## src/rtl/tx_fir3_pkg.sv

```systemverilog
package tx_fir3_pkg;
    localparam int TAP_W   = 6;
    localparam int FULL    = (1 << (TAP_W - 1)) - 1;
    localparam int OUT_W   = TAP_W + 1;
    localparam int SUM_W   = TAP_W + 3;
    localparam int RUN_LEN = 8;

    typedef logic signed [TAP_W-1:0] coef_t;
    typedef logic signed [OUT_W-1:0] code_t;
    typedef logic signed [SUM_W-1:0] acc_t;

    typedef struct packed {
        coef_t pre;
        coef_t main;
        coef_t post;
    } tap_set_t;

    typedef enum logic { SRC_DATA = 1'b0, SRC_PATTERN = 1'b1 } src_sel_t;

    localparam tap_set_t RESET_TAPS = '{pre: '0, main: coef_t'(FULL), post: '0};

    function automatic acc_t mag(input coef_t c);
        acc_t w;
        w = acc_t'(c);
        return (w < 0) ? -w : w;
    endfunction

    function automatic logic set_ok(input tap_set_t s);
        return (mag(s.pre) + mag(s.main) + mag(s.post)) <= acc_t'(FULL);
    endfunction

    function automatic acc_t weigh(input coef_t c, input logic b);
        return b ? acc_t'(c) : -acc_t'(c);
    endfunction
endpackage

```

## src/rtl/tx_fir3_coef.sv

```systemverilog
module tx_fir3_coef
    import tx_fir3_pkg::*;
(
    input  logic     clk,
    input  logic     rst,
    input  logic     sym_en,
    input  logic     wr,
    input  tap_set_t wr_set,
    output tap_set_t active,
    output logic     reject
);
    tap_set_t staged;
    logic     staged_vld;
    logic     ok;

    assign ok = set_ok(wr_set);

    always_ff @(posedge clk) begin
        if (rst) begin
            active     <= RESET_TAPS;
            staged     <= RESET_TAPS;
            staged_vld <= 1'b0;
            reject     <= 1'b0;
        end else begin
            reject <= wr && !ok;
            if (sym_en && staged_vld) begin
                active <= staged;
            end
            if (wr && ok) begin
                staged     <= wr_set;
                staged_vld <= 1'b1;
            end else if (sym_en) begin
                staged_vld <= 1'b0;
            end
        end
    end
endmodule

```

## src/rtl/tx_fir3_src.sv

```systemverilog
module tx_fir3_src
    import tx_fir3_pkg::*;
#(
    parameter int RUN = RUN_LEN
) (
    input  logic       clk,
    input  logic       rst,
    input  logic       sym_en,
    input  logic       pat_mode,
    input  logic       din,
    output logic       bit_now,
    output logic [1:0] hist
);
    localparam int PERIOD = 2 * RUN;
    localparam int CNT_W  = $clog2(PERIOD);

    logic [CNT_W-1:0] cnt;
    logic             pat_bit;
    src_sel_t         sel;

    assign sel     = pat_mode ? SRC_PATTERN : SRC_DATA;
    assign pat_bit = (int'(cnt) >= RUN);

    always_comb begin
        unique case (sel)
            SRC_PATTERN: bit_now = pat_bit;
            default:     bit_now = din;
        endcase
    end

    always_ff @(posedge clk) begin
        if (rst) begin
            cnt  <= '0;
            hist <= '0;
        end else begin
            if (sel == SRC_DATA) begin
                cnt <= '0;
            end else if (sym_en) begin
                cnt <= (int'(cnt) == PERIOD - 1) ? '0 : cnt + 1'b1;
            end
            if (sym_en) begin
                hist <= {hist[0], bit_now};
            end
        end
    end
endmodule

```

## src/rtl/tx_fir3_sum.sv

```systemverilog
module tx_fir3_sum
    import tx_fir3_pkg::*;
(
    input  logic       clk,
    input  logic       rst,
    input  logic       sym_en,
    input  tap_set_t   taps,
    input  logic       bit_now,
    input  logic [1:0] hist,
    output code_t      code
);
    acc_t total;

    always_comb begin
        total = weigh(taps.pre, bit_now)
              + weigh(taps.main, hist[0])
              + weigh(taps.post, hist[1]);
    end

    always_ff @(posedge clk) begin
        if (rst) begin
            code <= '0;
        end else if (sym_en) begin
            code <= code_t'(total);
        end
    end
endmodule

```

## src/rtl/tx_fir3.sv

```systemverilog
module tx_fir3
    import tx_fir3_pkg::*;
#(
    parameter int RUN = RUN_LEN
) (
    input  logic                     clk,
    input  logic                     rst,
    input  logic                     sym_en,
    input  logic                     din,
    input  logic                     pat_mode,
    input  logic                     cfg_wr,
    input  logic signed [TAP_W-1:0]  cfg_pre,
    input  logic signed [TAP_W-1:0]  cfg_main,
    input  logic signed [TAP_W-1:0]  cfg_post,
    output logic                     cfg_reject,
    output logic signed [OUT_W-1:0]  dac_code
);
    tap_set_t   wr_set;
    tap_set_t   active;
    logic       bit_now;
    logic [1:0] hist;

    assign wr_set = '{pre: cfg_pre, main: cfg_main, post: cfg_post};

    tx_fir3_coef u_coef (
        .clk    (clk),
        .rst    (rst),
        .sym_en (sym_en),
        .wr     (cfg_wr),
        .wr_set (wr_set),
        .active (active),
        .reject (cfg_reject)
    );

    tx_fir3_src #(.RUN(RUN)) u_src (
        .clk      (clk),
        .rst      (rst),
        .sym_en   (sym_en),
        .pat_mode (pat_mode),
        .din      (din),
        .bit_now  (bit_now),
        .hist     (hist)
    );

    tx_fir3_sum u_sum (
        .clk     (clk),
        .rst     (rst),
        .sym_en  (sym_en),
        .taps    (active),
        .bit_now (bit_now),
        .hist    (hist),
        .code    (dac_code)
    );
endmodule

```

## config.mk

```make
export PLATFORM = sky130hd
export DESIGN_NAME = tx_fir3
export DESIGN_NICKNAME = d
export VERILOG_FILES = /design/src/rtl/tx_fir3_pkg.sv /design/src/rtl/tx_fir3_coef.sv /design/src/rtl/tx_fir3_src.sv /design/src/rtl/tx_fir3_sum.sv /design/src/rtl/tx_fir3.sv
export SDC_FILE = /design/constraint.sdc
export NUM_CORES = 1
export LEC_CHECK = 0
export CAP_MARGIN = 20
export CORE_MARGIN = 2
export CORE_UTILIZATION = 40
export DETAILED_ROUTE_END_ITERATION = 7
export SLEW_MARGIN = 15
export SYNTH_ARGS = -nofsm -noshare
export SYNTH_HDL_FRONTEND = slang
export SYNTH_SLANG_ARGS = --single-unit
```

## constraint.sdc

```tcl
create_clock -name clk -period 4.8 [get_ports clk]
set_input_delay 0.48 -clock clk [delete_from_list [all_inputs] [get_ports clk]]
set_output_delay 0.48 -clock clk [all_outputs]
set_load 0.05 [all_outputs]
```

-- After elaboration in Yosys (flattened, before gate mapping)
Cells that the tools add are included.
- bits in registers: 51
- bits in latches: 0
- bits in writable memories: 0
- memory bits (read-only): 0
- input bits: 24
- output and inout bits: 8
- memories: 0
- $add $sub $neg: 11
- multipliers: 0
- div/mod/pow operators: 0
- order comparisons: 5
- equality and inequality tests: 1
- shift-type cells: 0
- muxes and demuxes: 11
- bitwise logic cells: 1
- reduce and logical (&&, ||, !) cells: 6
- operator list (cell ; number):
    2-to-1 mux 9 bit ; 3
    negator 6 -> 9 bit ; 3
    2-to-1 mux 7 bit ; 3
    negator 6 -> 7 bit ; 3
    adder 9 bit ; 2
    less-than comparator 6 x 1 -> 1 bit (second input constant) ; 3
    adder 7 bit ; 2
    <= comparator 9 x 6 -> 1 bit (second input constant) ; 1
    adder 4 x 1 -> 4 bit (second input constant) ; 1
    equality test 4 x 1 -> 1 bit (second input constant) ; 1
    greater-or-equal comparator 4 bit (second input constant) ; 1
    2-to-1 mux 1 bit ; 4
    2-to-1 mux 4 bit ; 1
    logical AND 1 bit ; 3
    nonzero test 2 bit ; 1
    OR reduction 2 bit ; 1
    logical NOT 1 bit ; 1
    inverter 1 bit ; 1

-- Logic depth before layout (Yosys ltp)
Gate-level depths: netlist (run 1).
- word-level depth: 7
- depth in mapped cells: 16
- mapped depth without buffers: 14

-- Cells and area by module
Synthesis (run 1) repeated with hierarchy kept, for this count alone.
- cells, all modules: 385
- area, all modules: 3410.8 µm²
- modules (own cells, without submodules) (module ; times used ; cells an instance ; area each (µm²) ; seq. area each (µm²)):
    tx_fir3_coef ; 1 ; 236 ; 2142.1 ; 760.7
    tx_fir3_sum ; 1 ; 118 ; 984.7 ; 140.1
    tx_fir3_src ; 1 ; 31 ; 284.0 ; 120.1

-- Worst setup path after synthesis (run 1)
No wires, ideal clock.
- path kind: input to register
- from: input port cfg_post[0]
- to: register u_coef.staged[1] in the netlist's numbering
- library setup time: 0.118 ns
- arrival: 3.483 ns
- data required time: 4.682 ns
- setup slack: 1.199 ns
- stages on the path: 14
- path through: inv_1 > ha_1 > nand2_1 > o21ai_0 > fa_1 > ha_1 > fa_1 > a211oi_2 > o21a_2 > a21oi_1 > a2111oi_4 > o21ai_4 > buf_6 > a32o_2
- word-level cells in the longest chain between the ends: 5
- elaborated cells between the ends (all ways): 6
- RTL lines (item ; RTL line ; source):
    start: declaration ; tx_fir3.sv:14 ; input logic signed [TAP_W-1:0] cfg_post,
    negator 6 -> 9 bit or less-than comparator 6 x 1 -> 1 bit (tied branches) ; tx_fir3_pkg.sv:25 ; return (w < 0) ? -w : w;
    2-to-1 mux 9 bit (*) ; tx_fir3_pkg.sv:25 ;
    adder 9 bit (*) ; tx_fir3_pkg.sv:29 ; return (mag(s.pre) + mag(s.main) + mag(s.post)) <= acc_t'(FULL);
    <= comparator 9 x 6 -> 1 bit (*) ; tx_fir3_pkg.sv:29 ;
    logical AND 1 bit (*) ; tx_fir3_coef.sv:29 ; if (wr && ok) begin
    end signal: assignment ; tx_fir3_coef.sv:30 ; staged <= wr_set;
    end: declaration ; tx_fir3_coef.sv:12 ; tap_set_t staged;
Mark *: on every way between the ends. The rest lies on a longest branch, timed or not.
A chain may end at the register's enable or synchronous reset.

-- Worst setup path after layout (run 1)
- from: input port cfg_post[0]
- to: register u_coef.staged[8] in the netlist's numbering
The elaborated chain is that of the path after synthesis.

==> impl_metrics.py, run 1 <==
metrics = {
    "run_status": {
        "status": "finished clean",
    },
    "placement": {
        "routabilityCongestion": 0.8353,
        "portBuffers": 31,
        "dp_hpwl_um": 5234,
        "placed_cell_area_um2": 3724,
    },
    "setup_path": {
        "cpPeakStageDelay_ns": 0.56,
        "cp.depth": 15,
        "worst_path_max_delay_cell": "clkdlybuf4s50_1",
        "rr_startpoint": "u_coef.active[12]",
        "endpoint_kind": "flop",
        "reg2reg_slack_ns": 1.52,
        "r2r_cells": 12,
        "arrival_ns": 4.29,
        "crit_buf_inv": 3,
        "startpoint": "cfg_post[0]",
        "cp_max_fo": 18,
        "path_delay_family": "compound AO/OA/AOI/OAI gates",
        "r2r_end": "u_sum.code[6]",
        "critPathLaunchType": "input port",
        "crit_end": "u_coef.staged[8]",
        "required_ns": 4.97,
        "critical_path_class": "in2reg",
        "worstPathCellList": "clkdlybuf4s50_1 -> inv_1 -> ha_1 -> nand2_1 -> o21ai_0 -> fa_1 -> ha_1 -> fa_1 -> a211oi_2 -> o21a_2 -> a21oi_1 -> a2111oi_4 -> o21ba_1 -> buf_4 -> a22oi_1",
    },
    "clocking": {
        "cts_resized": 0,
        "cts_sinks": 51,
        "clk_pin_slew_worst_paths_ns": 0.09,
        "post-cts-setup-buffers": 0,
        "cts_tree": "yes",
        "cts.hold.buffers_added": 0,
        "clock_latency_ns": 0.31,
        "cts_buffer_depth": 2,
        "cts_buffers": 5,
        "h-tree-depth": 2,
        "cts-root-buf": "clkbuf_8",
    },
    "synth": {
        "synthTopCellsByArea": "dfxtp_1 (31%), fa_1 (9.6%), ha_1 (7.5%)",
        "synth_top_area_share_pct": 30.71,
        "avgSynthCellArea_um2": 8.680,
        "ys_seq_area_share_pct": 30.71,
        "syn_inst": 383,
        "yosys_warnings": 0,
        "ys_seq_elements": 51,
        "post-synth-top-area-cell": "dfxtp_1",
        "synth_cell_types": 51,
        "syn_area_um2": 3324,
    },
    "power": {
        "power_density_nw_per_um2": 313.6,
        "p_int_mw": 0.7923,
        "ir_worst_vdd_uv": 114.2,
        "power_leakage_nw": 1.640,
        "netSwitchingFraction_pct": 34.04,
        "power.combinational.fraction_pct": 35.0,
        "clockPowerShare_pct": 24.4,
        "p_sw_mw": 0.4089,
        "p_seq_share_pct": 40.6,
    },
    "final_layout": {
        "syn_to_final_growth_pct": 15.21,
        "insertedDiodeCount": 0,
        "fin_area_um2": 3830,
        "final_common_cell": "nand2_1",
        "fill_cells": 821,
        "drive_gt1_share_pct": 6.280,
        "nets": 474,
        "final_cell_mix": "nand2_1 (52), dfxtp_1 (51), nor2_1 (39)",
    },
    "global_route": {
        "grt_pass1_vias": 2444,
        "grt_max_degree": 32,
        "antenna_found_initial": 0,
        "grt_use_total_pct": 16.04,
        "grt-ovfl-total": 0,
        "grt_pass1_wl_um": 11500,
    },
    "timing": {
        "rsz0062_at_grt": "no",
        "relSlewSlack_pct": 53.86,
        "drv_slew": 0,
        "fmaxAchievable_mhz": 242.4,
        "period_share_pct": 85.94,
        "hold_viol": 0,
        "fin_crit_ns": 4.125,
        "setup_violations": 0,
        "fin_tns_setup_ns": 0,
        "clock_skew_ns": 0.004487,
        "worst_pin_slew_ns": 0.6914,
    },
    "floorplan": {
        "die_width_um": 95.17,
        "start_util_pct": 40.87,
        "rows": 33,
        "fp.dieH_um": 95.17,
        "dieArea_um2": 9056,
        "io_pins": 32,
        "design.core.area_um2": 8134,
    },
    "route": {
        "totalWireLength_um": 6707,
        "vias_per_cell": 5.091,
        "wl_per_cell_um": 12.92,
        "drt_iter0_drc": 82,
        "num_vias": 2642,
        "route.detailed.drc": 0,
        "drt_pass1_iterations": 4,
        "antenna_left": 0,
    },
    "hold_path": {
        "min_path_type": "reg2reg",
    },
    "job": {
        "drv_cap": 0,
    },
}
[area by class of cell]
| cell class | count | area [um^2] | share of cell area [%] |
|---|---|---|---|
| clock buffers | 5 | 68.82 | 1.797 |
| clock inverters | 2 | 37.54 | 0.9801 |
| inverters | 38 | 142.6 | 3.724 |
| multi-input cells | 284 | 2096 | 54.72 |
| flip-flops and latches | 51 | 1021 | 26.66 |
| well taps | 105 | 131.4 | 3.430 |
| repair buffers | 34 | 332.8 | 8.690 |
[tightest hold or removal path, cell delays in order, from the launching register on]
cell     delay [ns]
dfxtp_1        0.32
nand2_1        0.05
a21oi_1        0.05
[flip-flops by register name, summed over array words and instances, names as in the netlist]
register           flops
u_coef.staged         18
u_sum.code             7
u_src.hist             2
u_src.cnt              4
u_coef.staged_vld      1
u_coef.active         18
u_coef.reject          1
[stage by stage]
stage	setup slack (ns)	power [mW]	hold WS (ns)	util (%)	instances
finish	0.6749	1.201	0.4573	47.09	519
global route	0.4258	1.287	0.4812	47.09	519
CTS	0.6834	1.215	0.4597	47.09	519
detailed placement	0.3672	0.9155	0.4457	45.78	512
global placement	0.4443	0.9072	0.4402	45.78	512
floorplan	1.199	0.8187	0.4319	-	388
[Yosys cell counts, drive strengths merged]
master    n
and2      1
buf       5
nand3     2
o221a     1
ha       20
o21ba     1
a22oi     5
nor3      5
o211ai    5
or2       2
dfxtp    51
nand4     1
a2111oi   2
nor2     39
or4       1
o21ai    11
or3       3
a31oi     1
nor4b     5
o31ai     4
a21oi    30
nand2    52
inv      38
conb      1
nor2b     3
a311oi    3
xnor2     8
mux2      4
a32o     13
mux2i     4
a311o     1
clkbuf   10
xor2     18
fa       16
a21o      3
nor3b     1
nand2b    2
o21a      3
o21bai    2
a211oi    6
[cells by family (layout without fill, tap and decap cells)]
group	Yosys count	in the layout	synth area share [%]
flip-flops	51	51	30.71
AND/OR/NAND/NOR	117	117	15.36
XOR/XNOR	26	26	6.850
other	1	6	0.1128
buffers and inverters	53	79	6.812
AO/OA/AOI/OAI	91	91	20.44
adder cells (fa/ha/maj)	36	36	17.16
multiplexers	8	8	2.559
[worst min-delay path by stage]
stage,from,to,slack (ns),cells after the start
floorplan,u_coef.staged[0],u_coef.active[0],0.43,2
finish,u_coef.staged[2],u_coef.active[2],0.46,2
CTS,u_coef.staged[2],u_coef.active[2],0.46,2
detailed placement,u_coef.staged[2],u_coef.active[2],0.45,2
global placement,u_coef.staged[2],u_coef.active[2],0.44,2
global route,u_coef.staged[4],u_coef.active[4],0.48,2
[per-layer routing]
| metal | track usage, % | routed length (um) |
|---|---|---|
| met2 | 27.23 | 3211 |
| met4 | 5.314 | 129 |
| met5 | 0 | 0 |
| met1 | 20.91 | 3177 |
| met3 | 2.292 | 188 |
[power groups by stage]
stage,registers (mW),logic (mW),clock network (mW)
finish,0.488,0.420,0.293
floorplan,0.523,0.295,0
global route,0.493,0.474,0.320
CTS,0.488,0.422,0.306
detailed placement,0.498,0.418,0
global placement,0.497,0.411,0
(Power assumes the default switching activity.)
==> inputs of run 2 (changes only) <==
--- a/config.mk
+++ b/config.mk
@@ -9,6 +9,7 @@
 export CORE_MARGIN = 2
 export CORE_UTILIZATION = 40
 export DETAILED_ROUTE_END_ITERATION = 7
+export HOLD_SLACK_MARGIN = 0.02
 export SLEW_MARGIN = 15
 export SYNTH_ARGS = -nofsm -noshare
 export SYNTH_HDL_FRONTEND = slang
==> results of run 2 <==
The final DEF is identical to that of run 1; final timing and power are the same.
==> inputs of run 3 (changes only) <==
--- a/config.mk
+++ b/config.mk
@@ -13,4 +13,5 @@
 export SLEW_MARGIN = 15
 export SYNTH_ARGS = -nofsm -noshare
 export SYNTH_HDL_FRONTEND = slang
+export SYNTH_HIERARCHICAL = 1
 export SYNTH_SLANG_ARGS = --single-unit
==> impl_metrics.py, run 3 <==
metrics = {
    "synth": {
        "synthArstFlopShare_pct": 0,
        "synth_edf_count": 0,
        "yosys_warnings": 6,
        "synth_commonest_cells": "nand2_1 (52), dfxtp_1 (51), inv_1 (39)",
        "synthTopCellsByArea": "dfxtp_1 (30%), fa_1 (9.4%), ha_1 (7.3%)",
        "ys_seq_area_share_pct": 29.93,
        "post-synth-top-area-cell": "dfxtp_1",
        "avgSynthCellArea_um2": 8.859,
        "synthFlopType": "dfxtp_1",
        "synth_top_area_share_pct": 29.93,
        "syn_area_um2": 3411,
        "synth_cell_types": 52,
        "yosysMostFrequentCell": "nand2_1",
        "ys_seq_elements": 51,
        "syn_inst": 385,
    },
    "run_status": {
        "status": "finished clean",
    },
    "clocking": {
        "clk_pin_slew_worst_paths_ns": 0.09,
        "h-tree-depth": 2,
        "cts-root-buf": "clkbuf_8",
        "cts_resized": 0,
        "clock_latency_ns": 0.31,
        "cts_sinks": 51,
        "cts_tree": "yes",
        "cts_buffers": 5,
        "cts_buffer_depth": 2,
        "cts.hold.buffers_added": 0,
        "post-cts-setup-buffers": 0,
    },
    "setup_path": {
        "worst_path_max_delay_cell": "clkdlybuf4s50_1",
        "required_ns": 4.96,
        "endpoint_kind": "flop",
        "r2r_cells": 12,
        "startpoint": "cfg_post[0]",
        "rr_startpoint": "u_coef/active[0]",
        "arrival_ns": 4.30,
        "r2r_end": "u_sum/code[6]",
        "critPathLaunchType": "input port",
        "critical_path_class": "in2reg",
        "cp_max_fo": 18,
        "cpPeakStageDelay_ns": 0.63,
        "worstPathCellList": "clkdlybuf4s50_1 -> inv_1 -> ha_1 -> nand2_1 -> o21ai_0 -> fa_1 -> ha_1 -> fa_1 -> a21o_1 -> a2111oi_0 -> a31oi_1 -> a21oi_2 -> o21ba_1 -> buf_4 -> a22oi_2",
        "crit_end": "u_coef/staged[10]",
        "reg2reg_slack_ns": 1.97,
    },
    "timing": {
        "fin_crit_ns": 4.132,
        "setup_violations": 0,
        "hold_viol": 0,
        "period_share_pct": 86.09,
        "clock_skew_ns": 0.007473,
        "relSlewSlack_pct": 41.87,
        "worst_pin_slew_ns": 0.8692,
        "fin_tns_setup_ns": 0,
        "drv_slew": 0,
        "rsz0062_at_grt": "no",
        "fmaxAchievable_mhz": 242.0,
    },
    "placement": {
        "place_inst": 513,
        "portBuffers": 31,
        "placed_cell_area_um2": 3765,
        "routabilityCongestion": 0.8420,
        "dp_hpwl_um": 5393,
    },
    "floorplan": {
        "rows": 33,
        "die_width_um": 96.34,
        "design.core.area_um2": 8258,
        "dieArea_um2": 9281,
        "fp.dieH_um": 96.34,
        "start_util_pct": 41.30,
        "io_pins": 32,
    },
    "route": {
        "antenna_left": 0,
        "num_vias": 2641,
        "totalWireLength_um": 6942,
        "wl_per_cell_um": 13.32,
        "drt_pass1_iterations": 4,
        "route.detailed.drc": 0,
        "vias_per_cell": 5.069,
        "drt_iter0_drc": 109,
    },
    "global_route": {
        "antenna_found_initial": 0,
        "grt_pass1_vias": 2608,
        "grt_pass1_wl_um": 11920,
        "grt_use_total_pct": 16.51,
        "grt-ovfl-total": 0,
        "grt_max_degree": 31,
    },
    "final_layout": {
        "layout.cells.non_filler": 521,
        "final_common_cell": "nand2_1",
        "drive_gt1_share_pct": 6.250,
        "final_cell_mix": "nand2_1 (52), dfxtp_1 (51), inv_1 (39)",
        "top_regs": "u_coef/active (18), u_coef/staged (18), u_sum/code (7)",
        "nets": 475,
        "fin_area_um2": 3859,
        "syn_to_final_growth_pct": 13.13,
        "insertedDiodeCount": 0,
    },
    "job": {
        "drv_cap": 0,
    },
    "power": {
        "ir_worst_vdd_uv": 137.0,
        "total_power_mw": 1.145,
        "power_leakage_nw": 1.593,
        "power_density_nw_per_um2": 296.7,
    },
    "hold_path": {
        "min_path_type": "reg2reg",
    },
}
run 3: area by class of cell:
cell class | count | area (um^2)
flip-flops and latches | 51 | 1021
clock inverters | 3 | 25.02
clock buffers | 5 | 68.82
multi-input cells | 283 | 2133
fillers | 837 | 4399
well taps | 105 | 131.4
inverters | 41 | 153.9
repair buffers | 33 | 325.3
run 3: cell families after synthesis:
family / Yosys count / share of synthesized area, %
buffers and inverters: 56 / 8.070
xor gates and xnor gates: 31 / 8.181
and+or+nand+nor: 122 / 16.51
DFF: 51 / 29.93
adders and majority gates: 36 / 16.73
muxes: 12 / 3.595
AOI/OAI and AO/OA: 76 / 16.87
other: 1 / 0.1099
run 3: worst min path at each step:
stage,from,endpoint,slack [ns],cells past startpoint
final,u_coef/staged[0],u_coef/active[0],0.46,2
after CTS,u_coef/staged[5],u_coef/active[5],0.47,2
after global routing,u_coef/staged[0],u_coef/active[0],0.49,2
after floorplan,u_coef/staged[0],u_coef/active[0],0.43,2
after global placement,u_coef/staged[5],u_coef/active[5],0.45,2
after detailed placement,u_coef/staged[0],u_coef/active[0],0.45,2
run 3: routing by layer:
metal,global-route usage [%],up-vias,part of all wire [%]
met5,0,-,0
met3,3.289,5,2.8
met1,21.48,1257,48
met2,28.47,30,49
met4,3.169,0,0.63
li1,-,1349,-
run 3: worst max-delay path: cells and delay by family:
| family | cells | cell delay (ns) |
|---|---|---|
| AOI/OAI and AO/OA | 7 | 1.40 |
| buffers and inverters | 3 | 0.95 |
| adders and majority gates | 4 | 1.39 |
| and+or+nand+nor | 1 | 0.06 |
run 3: power by group:
group	internal (mW)	switching (mW)	leakage (nW)
combinational	0.173	0.230	1.13
sequential	0.460	0.0257	0.416
clock	0.105	0.152	0.0443
run 3: through the flow:
stage / hold WS, ns / setup slack (ns) / utilization (%)
after floorplan: 0.4321 / 1.271 / -
after global placement: 0.4499 / 0.4217 / 45.59
after detailed placement: 0.4538 / 0.3172 / 45.59
after CTS: 0.4689 / 0.6563 / 46.73
after global routing: 0.4907 / 0.4882 / 46.73
final: 0.4625 / 0.6678 / 46.73
